[config.mk]
export PLATFORM = sky130hd
export DESIGN_NAME = usb_stall_hs
export DESIGN_NICKNAME = d
export VERILOG_FILES = /design/src/rtl/usb_hs_pkg.sv /design/src/rtl/usb_halt_bank.sv /design/src/rtl/usb_proto_stall.sv /design/src/rtl/usb_hs_select.sv /design/src/rtl/usb_stall_hs.sv
export SDC_FILE = /design/constraint.sdc
export NUM_CORES = 1
export LEC_CHECK = 0
export BUFFER_PORTS_ARGS = -buffer_cell sky130_fd_sc_hd__clkbuf_2
export CORE_AREA = 5 5 42 44
export CTS_CLUSTER_SIZE = 8
export DETAILED_ROUTE_END_ITERATION = 8
export DIE_AREA = 0 0 47 49
export GPL_TIMING_DRIVEN = 1
export PLACE_DENSITY = 0.76
export SYNTH_ARGS = -nofsm -noshare
export SYNTH_HDL_FRONTEND = slang
export SYNTH_SLANG_ARGS = --single-unit
[constraint.sdc]
create_clock -name clk -period 1.2 [get_ports clk]
set_clock_uncertainty 0.1 [all_clocks]
set_input_delay 0.24 -clock clk [delete_from_list [all_inputs] [get_ports clk]]
set_output_delay 0.24 -clock clk [all_outputs]
set_load 0.02 [all_outputs]
[src/rtl/usb_hs_pkg.sv]
package usb_hs_pkg;

  typedef enum logic [1:0] {
    TOK_OUT     = 2'd0,
    TOK_IN      = 2'd1,
    TOK_SETUP   = 2'd2,
    TOK_HOST_HS = 2'd3
  } tok_e;

  typedef enum logic [1:0] {
    HS_NONE  = 2'd0,
    HS_ACK   = 2'd1,
    HS_NAK   = 2'd2,
    HS_STALL = 2'd3
  } hs_e;

  typedef enum logic [1:0] {
    CS_IDLE   = 2'd0,
    CS_SETUP  = 2'd1,
    CS_DATA   = 2'd2,
    CS_STATUS = 2'd3
  } cstage_e;

endpackage

[src/rtl/usb_halt_bank.sv]
module usb_halt_bank #(
  parameter int NUM_EP = 4,
  parameter int EP_W   = 4
) (
  input  logic              clk,
  input  logic              rst_n,
  input  logic              bus_reset_i,
  input  logic              set_i,
  input  logic              clr_i,
  input  logic [EP_W-1:0]   ep_i,
  output logic [NUM_EP-1:0] halt_o,
  output logic [NUM_EP-1:0] tog_clr_o
);

  for (genvar e = 0; e < NUM_EP; e++) begin : g_ep
    logic sel;
    logic tog_d, tog_q;

    assign sel   = (ep_i == EP_W'(e));
    assign tog_d = clr_i && sel && !bus_reset_i;

    always_ff @(posedge clk or negedge rst_n) begin
      if (!rst_n) tog_q <= 1'b0;
      else        tog_q <= tog_d;
    end
    assign tog_clr_o[e] = tog_q;

    if (e == 0) begin : g_ctrl
      // the control endpoint has no functional halt
      assign halt_o[e] = 1'b0;
    end else begin : g_data
      logic halt_d, halt_q, halt_en;

      assign halt_en = bus_reset_i || (sel && (set_i || clr_i));

      always_comb begin
        halt_d = halt_q;
        if (bus_reset_i)      halt_d = 1'b0;
        else if (sel && clr_i) halt_d = 1'b0;
        else if (sel && set_i) halt_d = 1'b1;
      end

      always_ff @(posedge clk or negedge rst_n) begin
        if (!rst_n)       halt_q <= 1'b0;
        else if (halt_en) halt_q <= halt_d;
      end
      assign halt_o[e] = halt_q;
    end
  end

endmodule

[src/rtl/usb_proto_stall.sv]
module usb_proto_stall
  import usb_hs_pkg::*;
(
  input  logic    clk,
  input  logic    rst_n,
  input  logic    bus_reset_i,
  input  logic    setup_ep0_i,
  input  logic    reject_i,
  input  cstage_e stage_i,
  output logic    pstall_o
);

  logic arm, pst_d, pst_q, pst_en;

  assign arm    = reject_i && (stage_i == CS_SETUP || stage_i == CS_DATA);
  assign pst_en = bus_reset_i || arm || setup_ep0_i;

  always_comb begin
    pst_d = pst_q;
    if (bus_reset_i)      pst_d = 1'b0;
    else if (arm)         pst_d = 1'b1;
    else if (setup_ep0_i) pst_d = 1'b0;
  end

  always_ff @(posedge clk or negedge rst_n) begin
    if (!rst_n)      pst_q <= 1'b0;
    else if (pst_en) pst_q <= pst_d;
  end

  assign pstall_o = pst_q;

endmodule

[src/rtl/usb_hs_select.sv]
module usb_hs_select
  import usb_hs_pkg::*;
#(
  parameter int NUM_EP = 4,
  parameter int EP_W   = 4
) (
  input  logic              tok_valid_i,
  input  tok_e              tok_type_i,
  input  logic [EP_W-1:0]   tok_ep_i,
  input  logic [NUM_EP-1:0] halt_i,
  input  logic              pstall_i,
  input  logic [NUM_EP-1:0] ready_i,
  output hs_e               hs_o
);

  localparam int IDX_W = $clog2(NUM_EP);

  logic             in_rng, is_ep0, stalled;
  logic [IDX_W-1:0] idx;

  assign in_rng  = (tok_ep_i <= EP_W'(NUM_EP - 1));
  assign is_ep0  = (tok_ep_i == '0);
  assign idx     = tok_ep_i[IDX_W-1:0];
  assign stalled = is_ep0 ? pstall_i : halt_i[idx];

  always_comb begin
    hs_o = HS_NONE;
    if (tok_valid_i) begin
      unique case (tok_type_i)
        TOK_HOST_HS: hs_o = HS_NONE;
        TOK_SETUP:   hs_o = is_ep0 ? HS_ACK : HS_NONE;
        default: begin
          if (!in_rng)           hs_o = HS_NONE;
          else if (stalled)      hs_o = HS_STALL;
          else if (!ready_i[idx]) hs_o = HS_NAK;
          else                   hs_o = HS_ACK;
        end
      endcase
    end
  end

endmodule

[src/rtl/usb_stall_hs.sv]
module usb_stall_hs
  import usb_hs_pkg::*;
#(
  parameter int NUM_EP = 4,
  parameter int EP_W   = 4
) (
  input  logic              clk,
  input  logic              rst_n,
  input  logic              bus_reset_i,
  input  logic              tok_valid_i,
  input  logic [1:0]        tok_type_i,
  input  logic [EP_W-1:0]   tok_ep_i,
  input  logic [1:0]        ctl_stage_i,
  input  logic              ctl_reject_i,
  input  logic [NUM_EP-1:0] ep_ready_i,
  input  logic              feat_set_halt_i,
  input  logic              feat_clr_halt_i,
  input  logic [EP_W-1:0]   feat_ep_i,
  output logic [1:0]        hs_code_o,
  output logic [NUM_EP-1:0] toggle_clr_o
);

  logic rs_meta, rst_sync_n;

  always_ff @(posedge clk or negedge rst_n) begin
    if (!rst_n) begin
      rs_meta    <= 1'b0;
      rst_sync_n <= 1'b0;
    end else begin
      rs_meta    <= 1'b1;
      rst_sync_n <= rs_meta;
    end
  end

  tok_e              tok_type;
  logic [NUM_EP-1:0] halt_vec;
  logic              pstall;
  logic              setup_ep0;
  hs_e               hs_d, hs_q;

  assign tok_type  = tok_e'(tok_type_i);
  assign setup_ep0 = tok_valid_i && (tok_type == TOK_SETUP) && (tok_ep_i == '0);

  usb_halt_bank #(.NUM_EP(NUM_EP), .EP_W(EP_W)) u_halt (
    .clk         (clk),
    .rst_n       (rst_sync_n),
    .bus_reset_i (bus_reset_i),
    .set_i       (feat_set_halt_i),
    .clr_i       (feat_clr_halt_i),
    .ep_i        (feat_ep_i),
    .halt_o      (halt_vec),
    .tog_clr_o   (toggle_clr_o)
  );

  usb_proto_stall u_pstall (
    .clk         (clk),
    .rst_n       (rst_sync_n),
    .bus_reset_i (bus_reset_i),
    .setup_ep0_i (setup_ep0),
    .reject_i    (ctl_reject_i),
    .stage_i     (cstage_e'(ctl_stage_i)),
    .pstall_o    (pstall)
  );

  usb_hs_select #(.NUM_EP(NUM_EP), .EP_W(EP_W)) u_sel (
    .tok_valid_i (tok_valid_i),
    .tok_type_i  (tok_type),
    .tok_ep_i    (tok_ep_i),
    .halt_i      (halt_vec),
    .pstall_i    (pstall),
    .ready_i     (ep_ready_i),
    .hs_o        (hs_d)
  );

  always_ff @(posedge clk or negedge rst_sync_n) begin
    if (!rst_sync_n) hs_q <= HS_NONE;
    else             hs_q <= hs_d;
  end

  assign hs_code_o = hs_q;

endmodule

==> results.yml <==
outcome:
  status: "complete, but fails checks"
  violations: "negative setup slack"
worst_setup_path:
  cp-startpoint: "u_pstall.pstall_o$_DFFE_PN0P_"
  reg2reg_from: "u_pstall.pstall_o$_DFFE_PN0P_"
  worst-path-max-fanout: 2
  regToRegSetupSlack_ns: -0.15
  cpPeakStageDelay_ns: 0.43
  critPathRequiredTime_ns: 1.29
  critPathLaunchType: "flop"
  reg2reg_to: "hs_code_o[1]$_DFF_PN0_"
  cp-endpoint: "hs_code_o[1]$_DFF_PN0_"
  worstPathArrival_ns: 1.44
  crit_chain: "or4b_1 -> a22o_1 -> a211oi_2"
  crit_type: "reg -> reg"
  r2r_cells: 3
  worst_setup_path_end_kind: "flop"
  cpMaxStageDelayCell: "or4b_1"
sta:
  slew_viol_final: 0
  finalCritPeriodShare: 1.126
  rsz0062_at_grt: "true"
  fmax_mhz: 740.4
  worst_slack_ns: -0.1506
  hold_viol: 0
  setup_violations: 2
  fin_crit_ns: 1.351
  whs_ns: 0.05720
placement:
  port_buffers: 28
  place_ws_ns: -0.2661
  gp_congestion: 0.7983
grt:
  grt_start_max_net_pins: 11
  grtUsageTotal: 0.1325
  grt_overflow_total: 0
  grt_pass1_vias: 567
  grt_pass1_wl_mm: 2.145
  antenna_found_initial: 0
clock_tree:
  clk_pin_slew_ns: 0.07
  cts_max_path_buffers: 2
  clock_latency_ns: 0.27
  clock_sinks: 12
  cts_tree: "done"
  clockRootBuffer: "clkbuf_4"
  numCtsBuffers: 3
  cts.htree.levels: 1
  cts_setup_buffers: 0
layout:
  syn_to_final_growth_pct: 44.32
  nets: 110
  drive_above_1_share: 0.5349
  n_fill_cell: 135
  regArea_um2: 300.3
  antennaDiodeCount: 0
  multi_input_area_um2: 249.0
logic_synthesis:
  postSynthNetCount: 71
  synth_area_leader_cell: "dfrtp_1"
  yosysWarnings: 0
  synth_compound_area_frac: 0.1528
  syn-cell-area_um2: 573.1
  ys_seq_area_frac: 0.5240
  ys.flop_type: "dfrtp_1"
  synthSimpleGateAreaFrac: 0.1790
  synthTopCellsByArea: "dfrtp_1 52%, buf_4 5.2%, mux4_1 4.6%"
  ys_async_sr_fraction: 1.000
  synth_top_family_by_area: "simple AND/OR/NAND/NOR gates"
  synth.avg_cell_area_um2: 11.94
  synth_cell_types: 23
  synth_top_area_share: 0.5240
  ys_ff_latch: 12
  synthAdderAreaFrac: 0
  muxShareOfSynthArea: 0.06332
  synth_cells: 48
  synth_edf_count: 0
  synth_xor_area_frac: 0.01528
floorplanning:
  die_h_um: 49
  core_um2: 1401
  die_w_um: 47
  row_count: 14
  ios: 29
  start_util: 0.4089
  die_area_um2: 2303
power:
  p_per_area_nw_per_um2: 1047
  max-vdd-ir-drop_uv: 638.7
  p_leak_nw: 0.4202
drt:
  routed_via_density: 5.010
  wl_per_cell_um: 12.57
  drc: 0
  drtIter0Drc: 4
  num_vias: 511
  drt_pass1_iterations: 4
  wirelength_mm: 1.282
  antenna_left: 0
hold_path:
  hold_class: "reg -> async"
flow_run:
  cap_viol_max_count: 0
state kept, by name, indices dropped and copies added (netlist names):
| register | cells |
|---|---|
| hs_code_o | 2 |
| rs_meta | 1 |
| rst_sync_n | 1 |
| u_halt.g_ep.g_data.halt_q | 3 |
| u_halt.g_ep.tog_q | 4 |
| u_pstall.pstall_o | 1 |
cells in the mapped netlist, types with 2 or more instances:
master    count
dfrtp_1      12
a21oi_1       5
buf_4         4
a211oi_1      3
nor4b_1       3
nand2_1       2
nor2b_1       2
or4b_1        2
cells in the final DEF (no fill, tap or decap), types with 2 or more instances in the layout:
cell and count:
a211oi_1 3, dfrtp_1 12, clkbuf_2 28, clkbuf_4 3, a21oi_1 5, nor4b_1 2
nand2_1 2, nor2b_1 2, buf_4 9
final cells by class:
cell class | count | share of cell area
repair buffers | 38 | 0.2632
multi-input cells | 31 | 0.3011
clock buffers | 4 | 0.04387
flip-flops and latches | 12 | 0.3631
well taps | 16 | 0.02421
inverters | 1 | 0.004539
worst max-delay path, delay by kind of cell (launching register included):
| kind | cells | cell delay [ns] |
|---|---|---|
| AO/OA/AOI/OAI | 2 | 0.39 |
| flip-flops | 1 | 0.35 |
| AND/OR/NAND/NOR | 1 | 0.43 |
power by group:
group / switching (mW) / leakage (nW) / total [mW] / internal (mW)
registers: 0.00993 / 0.161 / 0.425 / 0.415
logic: 0.0535 / 0.238 / 0.124 / 0.0707
clock network: 0.132 / 0.0210 / 0.317 / 0.185
through the flow:
step	cells	util	TNS, ns	power [mW]	instance area [um2]
3_3_place_gp	97	0.5527	-0.7825	0.5482	774.5
3_5_place_dp	97	0.5527	-1.039	0.5537	774.5
2_1_floorplan	48	-	-0.2014	0.4751	576.8
6_report	102	0.5902	-0.2438	0.8659	827.0
5_1_grt	102	0.5902	-0.2980	0.9092	827.0
4_1_cts	102	0.5857	-0.2853	0.8804	820.8
cell families after synthesis:
family,Yosys count
buf+inv,5
xor+xnor,1
mux,2
simple gates,14
compound gates,13
other cells,1
flops,12
per-layer routing:
metal  GRT usage  wire length [um]  vias to the layer above
met2      0.1946               632                       20
met4     0.09677                42                        0
li1            -                 -                      252
met1      0.1578               509                      234
met3     0.03690                98                        5
met5           0                 0                        -
what timing repair did:
action                                  in CTS  in global routing
endpoints found under the hold margin        2                  0
pin swaps                                    1                  1
resized for setup                            0                  1
hold buffers                                 1                  0
endpoints found under the setup margin       2                  3
worst min-delay path by stage:
stage / start / end / slack, ns
after global routing: ctl_reject_i / u_pstall.pstall_o$_DFFE_PN0P_ / 0.08
after detailed placement: rst_n / rs_meta$_DFF_PN0_ / -0.07
final: rst_sync_n$_DFF_PN0_ / u_halt.g_ep[3].tog_q$_DFF_PN0_ / 0.06
after CTS: rst_sync_n$_DFF_PN0_ / u_halt.g_ep[3].tog_q$_DFF_PN0_ / 0.08
after global placement: rst_n / rs_meta$_DFF_PN0_ / -0.07
after floorplan: rst_n / rs_meta$_DFF_PN0_ / -0.16
Note: power is estimated with default switching activity, not from simulation.
